File: config.mk
export PLATFORM = sky130hd
export DESIGN_NAME = token_bucket_regulator
export DESIGN_NICKNAME = d
export VERILOG_FILES = /design/src/rtl/tbr_pkg.sv /design/src/rtl/tbr_fifo.sv /design/src/rtl/tbr_bucket.sv /design/src/rtl/tbr_pick.sv /design/src/rtl/token_bucket_regulator.sv
export SDC_FILE = /design/constraint.sdc
export NUM_CORES = 2
export LEC_CHECK = 0
export BUFFER_PORTS_ARGS = -buffer_cell sky130_fd_sc_hd__buf_2
export CAP_MARGIN = 20
export CORE_ASPECT_RATIO = 1.25
export CORE_MARGIN = 2
export CORE_UTILIZATION = 32
export DETAILED_ROUTE_END_ITERATION = 10
export RECOVER_POWER = 25
export REMOVE_ABC_BUFFERS = 1
export SLEW_MARGIN = 5
export SYNTH_ARGS = -nofsm -noshare
export SYNTH_HDL_FRONTEND = slang
export SYNTH_SLANG_ARGS = --single-unit
File: constraint.sdc
create_clock -name clk -period 29.4 [get_ports clk]
set_clock_uncertainty 0.2 [all_clocks]
set_input_delay 1.47 -clock clk [delete_from_list [all_inputs] [get_ports clk]]
set_output_delay 1.47 -clock clk [all_outputs]
set_load 0.005 [all_outputs]
File: src/rtl/tbr_pkg.sv
package tbr_pkg;
  typedef enum logic { KIND_RD = 1'b0, KIND_WR = 1'b1 } req_kind_e;

  // Age of an entry relative to the free-running stamp; wrap-safe difference.
  function automatic logic [31:0] age_of(input logic [31:0] now, input logic [31:0] stamp);
    return now - stamp;
  endfunction
endpackage

File: src/rtl/tbr_fifo.sv
module tbr_fifo #(
  parameter int W     = 8,
  parameter int DEPTH = 4
) (
  input  logic         clk,
  input  logic         rst_n,
  input  logic         push,
  input  logic [W-1:0] din,
  input  logic         pop,
  output logic [W-1:0] dout,
  output logic         empty,
  output logic         full
);
  localparam int PW = $clog2(DEPTH);

  logic [W-1:0] mem [DEPTH];
  logic [PW:0]  wp_q, rp_q;

  assign empty = (wp_q == rp_q);
  assign full  = (wp_q[PW] != rp_q[PW]) && (wp_q[PW-1:0] == rp_q[PW-1:0]);
  assign dout  = mem[rp_q[PW-1:0]];

  always_ff @(posedge clk) begin
    if (!rst_n) begin
      wp_q <= '0;
      rp_q <= '0;
    end else begin
      if (push && !full) wp_q <= wp_q + 1'b1;
      if (pop && !empty) rp_q <= rp_q + 1'b1;
    end
  end

  always_ff @(posedge clk) begin
    if (push && !full) mem[wp_q[PW-1:0]] <= din;
  end
endmodule

File: src/rtl/tbr_bucket.sv
module tbr_bucket #(
  parameter int TOK_W  = 8,
  parameter int FRAC_W = 8,
  parameter int RATE_W = 10
) (
  input  logic              clk,
  input  logic              rst_n,
  input  logic [RATE_W-1:0] rate,
  input  logic [TOK_W-1:0]  cap,
  input  logic [TOK_W-1:0]  cost,
  input  logic              consume,
  output logic              ok,
  output logic [TOK_W-1:0]  tokens
);
  localparam int LW = TOK_W + FRAC_W;
  localparam int XW = LW + 2;

  logic [LW-1:0] lvl_q, lvl_d;
  logic [XW-1:0] lvl_x, cost_x, cap_x, base_x, sum_x;

  always_comb begin
    lvl_x  = XW'(lvl_q);
    cost_x = XW'({cost, {FRAC_W{1'b0}}});
    cap_x  = XW'({cap, {FRAC_W{1'b0}}});
    if (consume) base_x = (lvl_x >= cost_x) ? (lvl_x - cost_x) : '0;
    else         base_x = lvl_x;
    sum_x = base_x + XW'(rate);
    lvl_d = (sum_x > cap_x) ? cap_x[LW-1:0] : sum_x[LW-1:0];
  end

  always_ff @(posedge clk) begin
    if (!rst_n) lvl_q <= '0;
    else        lvl_q <= lvl_d;
  end

  assign tokens = lvl_q[LW-1:FRAC_W];
  assign ok     = (tokens >= cost);
endmodule

File: src/rtl/tbr_pick.sv
module tbr_pick #(
  parameter int N    = 8,
  parameter int TS_W = 32
) (
  input  logic [N-1:0]      cand,
  input  logic [N*TS_W-1:0] age,
  output logic              any,
  output logic [$clog2(N)-1:0] idx
);
  localparam int IW = $clog2(N);

  logic [TS_W-1:0] best;

  // Oldest candidate wins; strict compare keeps the lowest slot on a tie.
  always_comb begin
    any  = 1'b0;
    idx  = '0;
    best = '0;
    for (int i = 0; i < N; i++) begin
      if (cand[i] && (!any || (age[i*TS_W +: TS_W] > best))) begin
        any  = 1'b1;
        idx  = IW'(i);
        best = age[i*TS_W +: TS_W];
      end
    end
  end
endmodule

File: src/rtl/token_bucket_regulator.sv
module token_bucket_regulator #(
  parameter int NCORE    = 4,
  parameter int AW       = 32,
  parameter int QDEPTH   = 4,
  parameter int TOK_W    = 8,
  parameter int FRAC_W   = 8,
  parameter int RATE_INT = 2,
  parameter int TS_W     = 32,
  localparam int CW      = $clog2(NCORE),
  localparam int RATE_W  = RATE_INT + FRAC_W
) (
  input  logic                clk,
  input  logic                rst_n,
  input  logic [NCORE-1:0]    req_valid,
  input  logic [NCORE-1:0]    req_write,
  input  logic [NCORE*AW-1:0] req_addr,
  output logic [NCORE-1:0]    req_ready,
  output logic                iss_valid,
  input  logic                iss_ready,
  output logic [CW-1:0]       iss_core,
  output logic                iss_write,
  output logic [AW-1:0]       iss_addr,
  output logic [NCORE-1:0]    core_stall,
  input  logic                cfg_we,
  input  logic [CW-1:0]       cfg_core,
  input  logic                cfg_write,
  input  logic [RATE_W-1:0]   cfg_rate,
  input  logic [TOK_W-1:0]    cost_rd,
  input  logic [TOK_W-1:0]    cost_wr,
  input  logic [TOK_W-1:0]    bucket_cap
);
  import tbr_pkg::*;

  localparam int NS = 2 * NCORE;        // slot = 2*core + kind
  localparam int SI = $clog2(NS);
  localparam int EW = AW + TS_W;

  logic [TS_W-1:0]    now_q;
  logic [RATE_W-1:0]  rate_q [NS];
  logic [NS-1:0]      s_empty, s_full, s_ok, s_pop;
  logic [AW-1:0]      s_addr [NS];
  logic [TS_W-1:0]    s_ts   [NS];
  logic [NS*TS_W-1:0] s_age;
  logic [NS*TOK_W-1:0] s_tok;

  logic          pick_any;
  logic [SI-1:0] pick_idx, sel_idx, hold_idx_q;
  logic          hold_q, fire;

  // Arrival stamp shared by all queues.
  always_ff @(posedge clk) begin
    if (!rst_n) now_q <= '0;
    else        now_q <= now_q + 1'b1;
  end

  // Rate registers, effective the cycle after the write.
  always_ff @(posedge clk) begin
    if (!rst_n) begin
      for (int i = 0; i < NS; i++) rate_q[i] <= '0;
    end else if (cfg_we) begin
      rate_q[{cfg_core, cfg_write}] <= cfg_rate;
    end
  end

  for (genvar s = 0; s < NS; s++) begin : g_slot
    localparam int CORE = s / 2;
    localparam req_kind_e KIND = (s % 2 == 1) ? KIND_WR : KIND_RD;

    logic          push;
    logic [EW-1:0] q_dout;
    logic [TOK_W-1:0] cost;

    assign push = req_valid[CORE] && (req_write[CORE] == (KIND == KIND_WR)) && !s_full[s];
    assign cost = (KIND == KIND_WR) ? cost_wr : cost_rd;

    tbr_fifo #(.W(EW), .DEPTH(QDEPTH)) u_q (
      .clk  (clk),
      .rst_n(rst_n),
      .push (push),
      .din  ({req_addr[CORE*AW +: AW], now_q}),
      .pop  (s_pop[s]),
      .dout (q_dout),
      .empty(s_empty[s]),
      .full (s_full[s])
    );

    tbr_bucket #(.TOK_W(TOK_W), .FRAC_W(FRAC_W), .RATE_W(RATE_W)) u_bkt (
      .clk    (clk),
      .rst_n  (rst_n),
      .rate   (rate_q[s]),
      .cap    (bucket_cap),
      .cost   (cost),
      .consume(s_pop[s]),
      .ok     (s_ok[s]),
      .tokens (s_tok[s*TOK_W +: TOK_W])
    );

    assign s_addr[s] = q_dout[EW-1:TS_W];
    assign s_ts[s]   = q_dout[TS_W-1:0];
    assign s_age[s*TS_W +: TS_W] = TS_W'(age_of(32'(now_q), 32'(s_ts[s])));
    assign s_pop[s]  = fire && (sel_idx == SI'(s));
  end

  for (genvar c = 0; c < NCORE; c++) begin : g_core
    assign req_ready[c]  = req_write[c] ? !s_full[2*c+1] : !s_full[2*c];
    assign core_stall[c] = !s_empty[2*c] || s_full[2*c+1];
  end

  tbr_pick #(.N(NS), .TS_W(TS_W)) u_pick (
    .cand(~s_empty & s_ok),
    .age (s_age),
    .any (pick_any),
    .idx (pick_idx)
  );

  // A refused offer is pinned so the payload stays stable until taken.
  always_ff @(posedge clk) begin
    if (!rst_n) begin
      hold_q     <= 1'b0;
      hold_idx_q <= '0;
    end else begin
      hold_q     <= iss_valid && !iss_ready;
      hold_idx_q <= sel_idx;
    end
  end

  assign sel_idx   = hold_q ? hold_idx_q : pick_idx;
  assign iss_valid = hold_q || pick_any;
  assign fire      = iss_valid && iss_ready;
  assign iss_core  = CW'(sel_idx >> 1);
  assign iss_write = sel_idx[0];
  assign iss_addr  = s_addr[sel_idx];
endmodule

-- After elaboration in Yosys (flattened, before gate mapping)
Memory sizes are Yosys's and may differ from the RTL's. A register that Yosys moved wholly into a read port is not among the register bits.
Cells that the tools add are included.
- add/sub/neg operators: 41
- multiplexer cells: 93
- magnitude comparators: 32
- eq/ne operators: 31
- bitwise operators: 8
- reductions and logical operators: 103
- operators by type and width (operator ; count):
    2-to-1 mux 18 bit ; 16
    2-to-1 mux 32 bit ; 9
    subtractor 32 bit ; 8
    > comparator 32 bit ; 7
    adder 18 x 10 -> 18 bit ; 8
    > comparator 18 x 16 -> 1 bit ; 8
    subtractor 16 x 16 -> 17 bit ; 8
    greater-or-equal comparator 16 bit ; 8
    2-to-1 mux 16 bit ; 8
    binary-select mux 32 bit (select 3 bit) ; 1
    greater-or-equal comparator 8 bit ; 8
    logical AND 1 bit ; 57
    adder 3 x 1 -> 3 bit, second input constant ; 16
    2-to-1 mux 2 bit ; 18
    2-to-1 mux 1 bit ; 34
    adder 32 x 1 -> 32 bit, second input constant ; 1
    equality test 3 bit ; 8
    zero test 1 bit ; 24
    2-to-1 mux 3 bit ; 6
    equality test 2 bit ; 8
    OR reduction 2 bit ; 8
    equality test 3 bit, second input constant ; 4
    logical OR 1 bit ; 12
    2-to-1 mux 10 bit ; 1
    other kinds (10) ; 22
- word-level logic and storage cells: 352
- bits in writable memories: 2128
- bits in registers: 212
- memories: 9
- input bits: 177
- memories (name ; depth ; bits a word ; rd ports ; clocked after Yosys merged registers in ; wr ports ; RTL line ; RTL):
    g_slot[0].u_q.mem ; 4 ; 64 ; 1 ; 1 ; 1 ; tbr_fifo.sv:16 ; logic [W-1:0] mem [DEPTH];
    g_slot[1].u_q.mem ; 4 ; 64 ; 1 ; 1 ; 1 ; tbr_fifo.sv:16 ;
    g_slot[2].u_q.mem ; 4 ; 64 ; 1 ; 1 ; 1 ; tbr_fifo.sv:16 ;
    g_slot[3].u_q.mem ; 4 ; 64 ; 1 ; 1 ; 1 ; tbr_fifo.sv:16 ;
    g_slot[4].u_q.mem ; 4 ; 64 ; 1 ; 1 ; 1 ; tbr_fifo.sv:16 ;
    g_slot[5].u_q.mem ; 4 ; 64 ; 1 ; 1 ; 1 ; tbr_fifo.sv:16 ;
    +3 memories ; - ; - ; - ; - ; - ; - ;

-- Longest topological paths before layout
- depth after elaboration: 39
- mapped depth: 125

-- Cells and area by module
Synthesis repeated with hierarchy kept, for this count alone.
- cells, all modules: 9649
- area total of the unflattened synthesis: 124705.9 µm²
- modules (own cells, without submodules) (module ; area each (µm²) ; instances ; cells each ; sequential area each (µm²)):
    tbr_fifo ; 9768.1 ; 8 ; 402 ; 7847.5
    token_bucket_regulator ; 19875.3 ; 1 ; 2815 ; 3123.0
    tbr_bucket (g_slot[0].u_bkt ...) ; 2332.2 ; 7 ; 306 ; 320.3
    tbr_pick ; 8272.9 ; 1 ; 1218 ; 0.0
    tbr_bucket (g_slot[6].u_bkt) ; 2087.0 ; 1 ; 258 ; 320.3

-- Least setup slack after synthesis
Ideal clock, no wire load.
- kind: register to register
- start: register with a tool-made name
- end: register g_slot[4].u_bkt.lvl_q[2]
- arrival time: 25342 ps
- stages on the path, launching flop included: 120
- buffers on the path: 19
- path slack: 3793 ps
- setup time: 65 ps
- cells stage by stage: dfxtp_1 > clkbuf_1 > buf_1 > buf_1 > mux4_2 > inv_1 > ha_1 > a21o_1 > or3_1 > o21ba_2 > a211oi_2 > a211oi_1 > o311ai_2 > a311oi_1 > nor3_1 > xnor2_1 > nand2_1 > ha_1 > [84 not listed] > nor2_1 > a2111oi_0 > nor2_1 > xnor2_1 > o22ai_1 > ha_1 > o21a_1 > o21a_1 > o21a_1 > o21ai_0 > nand2b_1 > a21oi_1 > a21o_1 > nand4_1 > mux2i_1 > buf_4 > nand2_1 > nor2_1
- RTL lines (item ; RTL line ; RTL):
    end signal: assignment ; tbr_bucket.sv:33 ; else lvl_q <= lvl_d;
    end: declaration ; tbr_bucket.sv:18 ; logic [LW-1:0] lvl_q, lvl_d;

==> run summary <==
Drt first pass iters = 9
Synth top cells by count = 2,128 x edfxtp_1, 722 x ha_1, 621 x nand2_1, 514 x inv_1, 512 x mux4_2
Rel. slew slack = 1.75%
Clock Latency Late Sink = 0.94 ns
DIE HEIGHT = 684 um
Max-cap viol count = 0
Die width = 548 um
Placed insts = 13,690
Critical path's slowest cell = a2111oi_0
Worst setup EP type = flip-flop
Clock tree root buffer cell = clkbuf_16
Top-area cell type share of the netlist area = 54.0%
Post-placement setup slack = 0.662 ns
Switch share = 28.0%
Iter 0 DRT Violations = 6,182
Met2 GRT Util = 31.2%
Fin nets = 9,979
CP delay by family, top = compound AO/OA/AOI/OAI gates
Largest vdd supply drop = 0.0000673 V
Total number of vias = 75,807
CTS Buf Count = 248
Max Fclk = 36.0 MHz
Post-synth ARST share = 0%
Post-layout worst setup margin = 1.61 ns
Power Density = 63.5 nW/um2
First-pass GRT wire length = 511 mm
Share of layout cells above drive strength 1 = 14.7%
Routability cong. = 0.932
Clock Sinks = 2,356
Detailed Route WL = 349 mm
Fin cells = 14,175
Ys Warns = 0
Worst Path Arrival = 28.37 ns
Sequential share of power = 44.9%
M3 GR Usage = 3.31%
Buffers on Ports = 220
Fin crit share = 94.5%
CTS Buffer Depth = 4
Vias in the first global route = 77,211
Die area = 375,000 um2
Max-slew violations = 0
Largest net degree at the start of global routing = 65
CP max stage delay = 0.63 ns
Hold Buf Count CTS = 0
Cell with the most instances after synthesis = edfxtp_1
Avg Synthesized Cell Area = 13.7 um2
Leakage = 48.2 nW
CORE AREA = 368,000 um2
Clock network power share = 36.7%
Min Clock Period, post-route = 27.79 ns
Mapped Area = 118,000 um2
DRC = 0
Final setup vio count = 0
Fin area = 134,000 um2
Primary FF master, synth = edfxtp_1
Most frequent cell on the critical path = ha_1
Slew of the pin with the lowest slew margin = 1.47 ns
Post-route ant nets = 0
Yosys reg bits = 2,356
CTS tree = yes
Startpoint types = flip-flop
Global-route usage over all layers = 18.2%
Seq/Total Area, Yosys = 57.8%
Ports = 221
P&R area growth vs syn = 13.4%
Number of synthesized flops with an enable pin = 2,128
Max FO, Critical Path = 36
DP Area = 126,000 um2
Clock transition at the registers of the reported paths = 0.06 ns
Final Hold Viols = 0
Critical Setup Path Class = flip-flop to flip-flop
Synth area leaders = edfxtp_1 54%, mux4_2 9.7%, ha_1 7.6%, dfxtp_1 3.9%, xnor2_1 2.3%
Internal Pwr Total = 6.14 mW
FP Rows = 249
Gr busiest metal = met2
CP bufs+invs = 12
Vias per Instance = 5.35
Met1 Track Usage GR = 22.8%
WL/cell = 24.6 um
Cell taking the most area after synthesis = edfxtp_1
Yosys cell types = 111
Status = completed
Req. time, crit path = 29.98 ns
GRT Residual Overflow = 0
Initial antenna violation count = 79
Max H-tree Level = 4
Combinational share of power = 18.4%
Starting Density = 32.2%
Mapped Cells = 8,664
Detailed placement HPWL = 236 mm
Hold Crit Start = g_slot[5].u_q.rp_q[1]
Sw power = 2.38 mW
Hold WC Path Type = flip-flop to flip-flop
[cell type report]
class	instances	area [um2]
fillers	35123	234000
multi-input cells	5528	47200
well taps	4894	6120
clock buffers	293	6410
clock inverters	156	1610
flip-flops and latches	2356	68500
diodes	26	65.1
inverters	517	1950
repair buffers	405	2400
[what timing repair did]
item / 4_1_cts / 5_1_grt
resized for setup: 0 / 20
setup endpoints to repair: 0 / 128
buffers inserted: 0 / 5
[layer usage]
metal / wire [um] / vias up
met4: 13200 / 76
met2: 171000 / 2336
met5: 488 / -
met1: 143000 / 38747
li1: - / 33953
met3: 21300 / 695
[sequential cells by signal, indices dropped and copies added, names as in the netlist, named ones only]
| signal | cells |
|---|---|
| g_slot.u_q.wp_q | 24 |
| now_q | 32 |
| g_slot.u_bkt.lvl_q | 128 |
| hold_q | 1 |
| g_slot.u_q.rp_q | 24 |
| hold_idx_q | 3 |
| rate_q | 80 |
| g_slot.u_q.mem | 2048 |
[path summary, 6_finish.rpt]
path | endpoint | slack, ns | cells past startpoint
min reg2reg | flip-flop | 0.31 | 2
max reg2reg | g_slot[4].u_bkt.lvl_q[3] | 1.61 | 109
min | flip-flop | 0.31 | 2
max | g_slot[4].u_bkt.lvl_q[3] | 1.61 | 109
[cell families after synthesis]
kind of cell             after synthesis  share of synthesized area (%)
buffers and inverters                782                           2.54
flip-flops                          2356                           57.8
multiplexers                         632                           10.8
XOR/XNOR                             456                           3.37
adder cells (fa/ha/maj)              746                           8.03
AND/OR/NAND/NOR                     2182                           9.03
AO/OA/AOI/OAI                       1510                           8.42
[layout by cell type, fill, tap and decap left out, types with 39 or more instances in the layout]
cell	Yosys	final
edfxtp_1	2128	2128
ha_1	722	722
nand2_1	621	620
inv_1	514	512
mux4_2	512	512
nor2_1	484	483
a21oi_1	423	419
xnor2_1	311	311
o21ai_0	297	295
clkbuf_16	0	249
nand3_1	226	226
dfxtp_1	228	201
buf_4	2	177
clkbuf_1	181	171
a21o_1	164	164
and2_1	197	164
xor2_1	145	145
and3_1	123	123
nor2b_1	108	108
nand4_1	102	102
o21a_1	98	98
mux2i_1	96	96
buf_2	19	94
nor3_1	79	79
nand2b_1	74	74
o21bai_1	68	68
a211oi_1	55	55
a31o_2	52	53
clkinv_1	1	52
a31oi_1	42	41
o211ai_1	39	39
[worst reg2reg max path: cells and delay by family, from the launching register on]
kind	cells	cell delay, ns
AO/OA/AOI/OAI	46	11.75
XOR/XNOR	2	0.32
AND/OR/NAND/NOR	34	6.90
multiplexers	5	1.84
adder cells (fa/ha/maj)	10	3.02
flip-flops	1	0.53
buffers and inverters	12	3.14
[per-stage QoR]
stage	util [%]	setup TNS (ns)	hold WS [ns]	total power, mW
global placement	34.3	0	0.288	5.42
floorplan	-	-439.55	0.280	4.88
CTS	36.4	0	0.308	8.58
finish	36.5	0	0.306	8.52
global route	36.5	-0.726	0.341	8.87
detailed placement	34.3	0	0.298	5.45
[power by group through the flow]
stage                     combinational [mW]  clock [mW]  sequential (mW)
after floorplan                         1.00           0             3.88
after global placement                  1.53           0             3.89
after detailed placement                1.56           0             3.90
after CTS                               1.57        3.19             3.83
after global routing                    1.72        3.31             3.84
final                                   1.57        3.13             3.83
No activity file was read; power rests on OpenSTA's default activity.
